## config.mk

```make
export PLATFORM = sky130hd
export DESIGN_NAME = port_change_irq
export DESIGN_NICKNAME = d
export VERILOG_FILES = /design/src/rtl/pcig_pkg.sv /design/src/rtl/pcig_sync.sv /design/src/rtl/pcig_rearm.sv /design/src/rtl/pcig_track.sv /design/src/rtl/port_change_irq.sv
export SDC_FILE = /design/constraint.sdc
export NUM_CORES = 1
export LEC_CHECK = 0
export ABC_CLOCK_PERIOD_IN_PS = 1050
export BUFFER_PORTS_ARGS = -buffer_cell sky130_fd_sc_hd__buf_2
export CORE_ASPECT_RATIO = 1.4
export CORE_MARGIN = 3
export CORE_UTILIZATION = 46
export CTS_CLUSTER_DIAMETER = 30
export DETAILED_ROUTE_END_ITERATION = 10
export GPL_TIMING_DRIVEN = 0
export PLACE_DENSITY_LB_ADDON = 0.05
export SYNTH_ARGS = -nofsm -noshare
export SYNTH_HDL_FRONTEND = slang
export SYNTH_SLANG_ARGS = --single-unit
```

## constraint.sdc

```tcl
create_clock -name clk -period 1.05 [get_ports clk]
set_input_delay 0.1575 -clock clk [delete_from_list [all_inputs] [get_ports clk]]
set_output_delay 0.1575 -clock clk [all_outputs]
set_load 0.005 [all_outputs]
```

## src/rtl/pcig_pkg.sv

```systemverilog
package pcig_pkg;

  // Re-arm decision: a read acknowledge takes the rising serial-clock edge,
  // a write acknowledge takes the falling one.
  function automatic logic rearm_hit(input logic ack_rd, input logic ack_wr,
                                     input logic rise, input logic fall);
    return (ack_rd && rise) || (ack_wr && fall);
  endfunction

endpackage

```

## src/rtl/pcig_sync.sv

```systemverilog
module pcig_sync #(
  parameter int WIDTH  = 8,
  parameter int STAGES = 2
) (
  input  logic             clk,
  input  logic             rst_n,
  input  logic [WIDTH-1:0] d_i,
  output logic [WIDTH-1:0] q_o
);
  logic [WIDTH-1:0] stage_q [STAGES];

  for (genvar s = 0; s < STAGES; s++) begin : g_stage
    always_ff @(posedge clk or negedge rst_n) begin
      if (!rst_n) stage_q[s] <= '1;
      else if (s == 0) stage_q[s] <= d_i;
      else stage_q[s] <= stage_q[(s == 0) ? 0 : s-1];
    end
  end

  assign q_o = stage_q[STAGES-1];
endmodule

```

## src/rtl/pcig_rearm.sv

```systemverilog
module pcig_rearm (
  input  logic scl_rise_i,
  input  logic scl_fall_i,
  input  logic ack_rd_i,
  input  logic ack_wr_i,
  output logic rearm_o
);
  import pcig_pkg::*;

  always_comb rearm_o = rearm_hit(ack_rd_i, ack_wr_i, scl_rise_i, scl_fall_i);
endmodule

```

## src/rtl/pcig_track.sv

```systemverilog
module pcig_track #(
  parameter int WIDTH = 8
) (
  input  logic             clk,
  input  logic             rst_n,
  input  logic [WIDTH-1:0] pin_s_i,
  input  logic             rearm_i,
  output logic             irq_o
);
  logic [WIDTH-1:0] snap_q;
  logic             irq_q;

  function automatic logic port_differs(input logic [WIDTH-1:0] now,
                                        input logic [WIDTH-1:0] ref_v);
    return |(now ^ ref_v);
  endfunction

  always_ff @(posedge clk or negedge rst_n) begin
    if (!rst_n) begin
      snap_q <= '1;
      irq_q  <= 1'b0;
    end else if (rearm_i) begin
      snap_q <= pin_s_i;
      irq_q  <= 1'b0;
    end else begin
      irq_q  <= port_differs(pin_s_i, snap_q);
    end
  end

  assign irq_o = irq_q;

  // a re-arm leaves the request low on the following cycle
  assert_rearm_clears_R4: assert property (@(posedge clk) disable iff (!rst_n)
    rearm_i |=> !irq_q);
  // the snapshot takes the pin value seen at the re-arm edge
  assert_snap_load_R8: assert property (@(posedge clk) disable iff (!rst_n)
    rearm_i |=> (snap_q == $past(pin_s_i)));
  // without a re-arm the reference never moves
  assert_snap_hold_R6: assert property (@(posedge clk) disable iff (!rst_n)
    !rearm_i |=> $stable(snap_q));
  // a mismatch raises the request one edge later
  assert_detect_R2: assert property (@(posedge clk) disable iff (!rst_n)
    (!rearm_i && (pin_s_i != snap_q)) |=> irq_q);
  // a match drops the request one edge later
  assert_release_R3: assert property (@(posedge clk) disable iff (!rst_n)
    (!rearm_i && (pin_s_i == snap_q)) |=> !irq_q);
endmodule

```

## src/rtl/port_change_irq.sv

```systemverilog
module port_change_irq #(
  parameter int WIDTH       = 8,
  parameter int SYNC_STAGES = 2
) (
  input  logic             clk,
  input  logic             rst_n,
  input  logic [WIDTH-1:0] pin_i,
  input  logic             scl_rise_i,
  input  logic             scl_fall_i,
  input  logic             ack_rd_i,
  input  logic             ack_wr_i,
  output logic             irq_drive_low_o
);
  logic [WIDTH-1:0] pin_s;
  logic             rearm;

  pcig_sync #(.WIDTH(WIDTH), .STAGES(SYNC_STAGES)) u_sync (
    .clk(clk), .rst_n(rst_n), .d_i(pin_i), .q_o(pin_s)
  );

  pcig_rearm u_rearm (
    .scl_rise_i(scl_rise_i), .scl_fall_i(scl_fall_i),
    .ack_rd_i(ack_rd_i), .ack_wr_i(ack_wr_i), .rearm_o(rearm)
  );

  pcig_track #(.WIDTH(WIDTH)) u_track (
    .clk(clk), .rst_n(rst_n), .pin_s_i(pin_s), .rearm_i(rearm),
    .irq_o(irq_drive_low_o)
  );

  // bare clock edges with no acknowledge strobe never cause a re-arm
  assert_no_foreign_rearm_R6: assert property (@(posedge clk) disable iff (!rst_n)
    (!ack_rd_i && !ack_wr_i) |-> !rearm);
endmodule

```

==> reports/metrics.cfg, run 1 <==
[outcome]
status = complete, but fails checks
violations = setup timing

[route]
wl_met3_um = 63
topRoutingLayerUsed = met4
routed-via-count = 446
wl_met1_um = 406
met2_length_um = 637
post_drt_wl_per_cell_um = 12.4
drtPass1Iterations = 2
finalWirelength_mm = 1.13
drtAntennaViolNets = 0
drtIter0Drc = 1
drc = 0
viasPerCell = 4.90

[grt]
grt_pass1_vias = 472
grt_max_degree = 26
grt_pass1_wl_mm = 1.90
globalRoute.totalOverflow = 0
grt_use_total_pct = 10.6
antenna_found_initial = 0

[logic_synthesis]
syn_inst = 45
syn_avg_cell_area_sq_um = 19.0
syn_area_sq_um = 857
yosysTopAreaCellShare_pct = 73.6
yosysSeqAreaShare_pct = 76.5
synth_largest_area_cell = dfstp_2
synth_nets = 59
yosysWarnings = 0
postSynthRegisterBits = 25
synth.distinct_cells = 7
synthTopCellsByArea = dfstp_2, mux2_2, xor2_1

[final_layout]
area_delta_synth_final_pct = 24.5
layout_commonest_cell = dfstp_2
layout_common_cells = dfstp_2, buf_2, dlygate4sd3_1
num-nets-final = 87
fin_cells = 91
drive_above_1_share_pct = 69.4
finish.utilization_pct = 64.3
antenna_cells = 0

[clock_network]
cts.clk_slew.worst_paths_ps = 120
cts-root-buf = clkbuf_4
cts_buffer_depth = 2
cts_buffers = 3
clkLatencyLatePin_ps = 300
clock_sinks = 25
cts_tree = built
h-tree-depth = 1

[critical_path]
r2r_start = u_sync.q_o[1]
crit_type = flip-flop to flip-flop
cp-start-kind = flip-flop
worstRegToRegCells = 3
worstPathMaxFanout = 2
cp.required_ps = 1240
arrival_ps = 1320
r2r-end = u_track.irq_o
endpoint_kind = flip-flop
timing.reg2reg.setup_slack_ps = -90

[hold_path]
min_from = scl_rise_i
worstHoldPathCells = 3
hold_end = u_track.irq_o
holdCritPathClass = primary input to flip-flop

[flow_run]
cap_violations = 0

[floorplan]
core_area_sq_mm = 0.00166
io_pins = 15
die_y_um = 57.1
die_w_um = 42.5
dieArea_sq_mm = 0.00242
fp-row-count = 17
start_util_pct = 51.7

[timing]
fin_crit_ps = 1140
final_max_slew_viol_count = 0
fin_hold_ws_ps = 225
final_hold_viol_count = 0
rsz0062_at_grt = yes
slew_headroom_pct = 67.1
skew_ps = 3.77
setup_ws_ps = -87.6
finalCritPeriodShare_pct = 108
max_freq_mhz = 879
tightestPinTransition_ps = 493
setup_viol = 1

[power]
ir_drop_mv = 1.22
p_per_area_mw_per_mm2 = 1610
power_mw = 1.72
p_leak_nw = 0.455

[placement]
place_inst = 78
port_buffers = 14
place_ws_ps = -118
place_congestion = 0.719

## timing repair
item	in CTS	in global routing
setup buffers	0	0
resized for setup	0	0
hold endpoints to repair	9	0
pin swaps	3	0
setup endpoints to repair	1	1
hold buffers	9	0
## cells in the mapped netlist
cell      count
a21boi_0      1
nor4_1        2
xor2_1        8
dfstp_2      24
dfrtp_1       1
mux2_2        8
a22oi_4       1
## cell families after synthesis
| group | share of synthesized area, % |
|---|---|
| compound gates | 3.36 |
| xor+xnor | 8.18 |
| flops | 76.5 |
| mux | 10.5 |
| simple gates | 1.46 |
## critical path, stage by stage, from the launching register on
cell and delay, ps:
dfstp_2 550, xor2_1 60, nor4_1 280, a21boi_0 120
## worst max path at each step
stage / to / cells past startpoint / slack, ps / start
floorplan: u_track.irq_o / 3 / 20 / u_track.snap_q[6]
global placement: u_track.irq_o / 3 / -70 / u_track.snap_q[6]
detailed placement: u_track.irq_o / 3 / -120 / u_track.snap_q[6]
CTS: u_track.irq_o / 3 / -120 / u_track.snap_q[1]
global route: u_track.irq_o / 3 / -150 / u_sync.q_o[5]
finish: u_track.irq_o / 3 / -90 / u_sync.q_o[1]
## layer usage
layer  up-vias  global-route usage [%]
met4         0                    5.33
met5         -                       0
met1       222                    10.6
li1        205                       -
met3         2                    1.89
met2        17                    20.3
## final cells by class
cell class,instances,area (sq um)
sequential,25,656
clock buffer,4,26.3
tap,19,23.8
multi-input combinational,20,201
timing repair buffer,23,160
fill,119,592
## report_power, final
part           leakage (nW)  switching, mW  internal, mW
registers             0.264         0.0439          1.10
logic                 0.177         0.0716         0.110
clock network        0.0150          0.251         0.148
## registers in the layout (all words and copies together), names as in the netlist
register / count
u_track.irq_o: 1
u_sync.stage_q: 8
u_track.snap_q: 8
u_sync.q_o: 8
## through the flow
stage	area, sq um	TNS (ps)
2_1_floorplan	857	0
3_3_place_gp	951	-73.1
3_5_place_dp	951	-352
4_1_cts	1070	-122
5_1_grt	1070	-149
6_report	1070	-87.6
Note: power is estimated with default switching activity, not from simulation.
==> run 2, diff against run 1 <==
--- a/config.mk
+++ b/config.mk
@@ -7,9 +7,11 @@
 export LEC_CHECK = 0
 export ABC_CLOCK_PERIOD_IN_PS = 1050
 export BUFFER_PORTS_ARGS = -buffer_cell sky130_fd_sc_hd__buf_2
+export CELL_PAD_IN_SITES_DETAIL_PLACEMENT = 1
+export CELL_PAD_IN_SITES_GLOBAL_PLACEMENT = 1
 export CORE_ASPECT_RATIO = 1.4
 export CORE_MARGIN = 3
-export CORE_UTILIZATION = 46
+export CORE_UTILIZATION = 39
 export CTS_CLUSTER_DIAMETER = 30
 export DETAILED_ROUTE_END_ITERATION = 10
 export GPL_TIMING_DRIVEN = 0
==> run 2 against run 1 <==
Net effect:
- the run still ends with setup timing left
- final area up 2.1%
- register-to-register slack got worse by 30 ps
- count of clock-buffer cells in the layout unchanged
- fmax is 2.4% lower
- clock skew decreased by 2.9 ps
- largest power group unchanged
- critical path type unchanged
- die area grew 16%
- sequential share of layout area down 1.3 points
- sequential power barely moved
- non-clock buffer count did not move
- first-iteration DRC count unchanged
- sequential cell count did not move
==> reports/metrics.cfg, run 2 (same netlist as run 1, synthesis figures left out) <==
[clock_network]
cts-root-buf = clkbuf_4  ; unchanged
cts_buffer_depth = 2  ; unchanged
cts.clk_slew.worst_paths_ps = 120  ; about the same
cts_tree = built  ; unchanged
cts_buffers = 3  ; unchanged
clkLatencyLatePin_ps = 300  ; about the same
clock_sinks = 25  ; unchanged
h-tree-depth = 1  ; unchanged
postCtsSetupBuffers = 0  ; unchanged

[final_layout]
drive_above_1_share_pct = 73.6  ; was 69.4%
layout_commonest_cell = dfstp_2  ; unchanged
area_delta_synth_final_pct = 27.2  ; was 24.5%
antenna_cells = 0  ; unchanged
fin_cells = 93  ; was 91
num-nets-final = 87  ; unchanged
layout_common_cells = dfstp_2, buf_2, dlygate4sd3_1  ; unchanged
design_area_sq_mm = 0.00109  ; was 0.00107 sq mm

[floorplan]
io_pins = 15  ; unchanged
start_util_pct = 42.4  ; was 51.7%
dieArea_sq_mm = 0.00280  ; was 0.00242 sq mm
fp-row-count = 19  ; was 17
core_area_sq_mm = 0.00202  ; was 0.00166 sq mm
die_y_um = 61.5  ; was 57.1 um
die_w_um = 45.6  ; was 42.5 um

[route]
drtAntennaViolNets = 0  ; unchanged
routed-via-count = 457  ; was 446
drtPass1Iterations = 3  ; was 2
finalWirelength_mm = 1.45  ; was 1.13 mm
post_drt_wl_per_cell_um = 15.6  ; was 12.4 um
viasPerCell = 4.91  ; was 4.90
drtIter0Drc = 1  ; unchanged
drc = 0  ; unchanged

[timing]
final_hold_viol_count = 0  ; unchanged
tightestPinTransition_ps = 518  ; was 493 ps
fin_crit_ps = 1160  ; was 1140 ps
setup_ws_ps = -115  ; was -87.6 ps
setup_viol = 1  ; unchanged
max_freq_mhz = 858  ; was 879 MHz
slew_headroom_pct = 65.5  ; was 67.1%
final_max_slew_viol_count = 0  ; unchanged
rsz0062_at_grt = yes  ; unchanged
fin_hold_ws_ps = 246  ; was 225 ps
finalCritPeriodShare_pct = 111  ; was 108%
skew_ps = 0.843  ; was 3.77 ps

[grt]
grt_use_total_pct = 12.1  ; was 10.6%
grt_max_degree = 26  ; unchanged
grt_pass1_vias = 538  ; was 472
antenna_found_initial = 0  ; unchanged
globalRoute.totalOverflow = 0  ; unchanged
grt_pass1_wl_mm = 2.35  ; was 1.90 mm

[critical_path]
endpoint_kind = flip-flop  ; unchanged
max_stage_delay_ps = 560  ; was 550 ps
arrival_ps = 1360  ; was 1320 ps
cp.required_ps = 1240  ; about the same
critical_path.cell_chain = xor2_1, nor4_2, a21boi_1  ; was xor2_1, nor4_1, a21boi_0
cp-start-kind = flip-flop  ; unchanged
worstPathMaxFanout = 2  ; unchanged
critPathSlowestCell = dfstp_2  ; unchanged
crit_type = flip-flop to flip-flop  ; unchanged

[outcome]
status = complete, but fails checks  ; unchanged
violations = setup timing  ; unchanged

[power]
power_mw = 1.76  ; was 1.72 mW
ir_drop_mv = 0.871  ; was 1.22 mV
p_leak_nw = 0.458  ; was 0.455 nW
p_per_area_mw_per_mm2 = 1620  ; was 1610 mW/mm^2

[placement]
place_ws_ps = -174  ; was -118 ps
dpl-instance-area_sq_um = 953  ; was 951 sq um
place_congestion = 0.605  ; was 0.719
dpl.hpwl_mm = 1.08
place_inst = 80  ; was 78
port_buffers = 14  ; unchanged

[hold_path]
holdCritPathClass = primary input to flip-flop  ; unchanged

[flow_run]
cap_violations = 0  ; unchanged

[run 2: changes by cell type in the layout (fill, tap and decap cells not counted)]
cell / delta
a21boi_0: -1
a21boi_1: +1
nor4_1: -2
nor4_2: +2
xor2_1: -1
xor2_2: +1
[run 2: area by class of cell]
class | instances | area, sq um
tap | 21 | 26.3
clock buffer | 4 | 26.3
sequential | 25 | 656
fill | 193 | 931
multi-input combinational | 20 | 221
timing repair buffer | 23 | 160
[run 2: final timing paths]
check                      cells after the start  slack, ps                 to                from
max in group asynchronous                      2        340  u_track.snap_q[6]               rst_n
min in group asynchronous                      2        350      u_track.irq_o               rst_n
max reg2reg                                    3       -110      u_track.irq_o   u_track.snap_q[1]
min reg2reg                                    0        370      u_sync.q_o[2]  u_sync.stage_q[10]
min                                            3        250      u_track.irq_o            ack_rd_i
max                                            3       -110      u_track.irq_o   u_track.snap_q[1]
[run 2: repair_timing]
action	4_1_cts	5_1_grt
pin swaps	2	2
setup endpoints to repair	1	1
hold buffers	9	0
endpoints found under the hold margin	9	0
resized for setup	1	3
[run 2: metrics by stage]
stage / util (%) / setup TNS, ps
after detailed placement: 47.2 / -502
final: 53.9 / -115
after global placement: 47.2 / -151
after CTS: 52.9 / -160
after floorplan: - / 0
after global routing: 53.9 / -155
[run 2: per-layer routing]
layer	up-vias	global-route usage, %	share of wire, %	wire [um]
met5	-	0	0	0
met4	0	6.28	0.35	5
met3	2	2.05	4.6	67
met2	15	22.2	58	838
met1	237	13.0	37	537
li1	203	-	-	-
[run 2: power by group]
group          switching (mW)  internal (mW)  total, mW
Clock                   0.260          0.148      0.408
Combinational          0.0915          0.117      0.208
Sequential             0.0498           1.10       1.15
[run 2: critical path: cells and delay by family, from the launching register on]
kind                      cells  cell delay (ps)
AOI/OAI and AO/OA             1              110
DFF                           1              560
and+or+nand+nor               1              290
xor gates and xnor gates      1               90
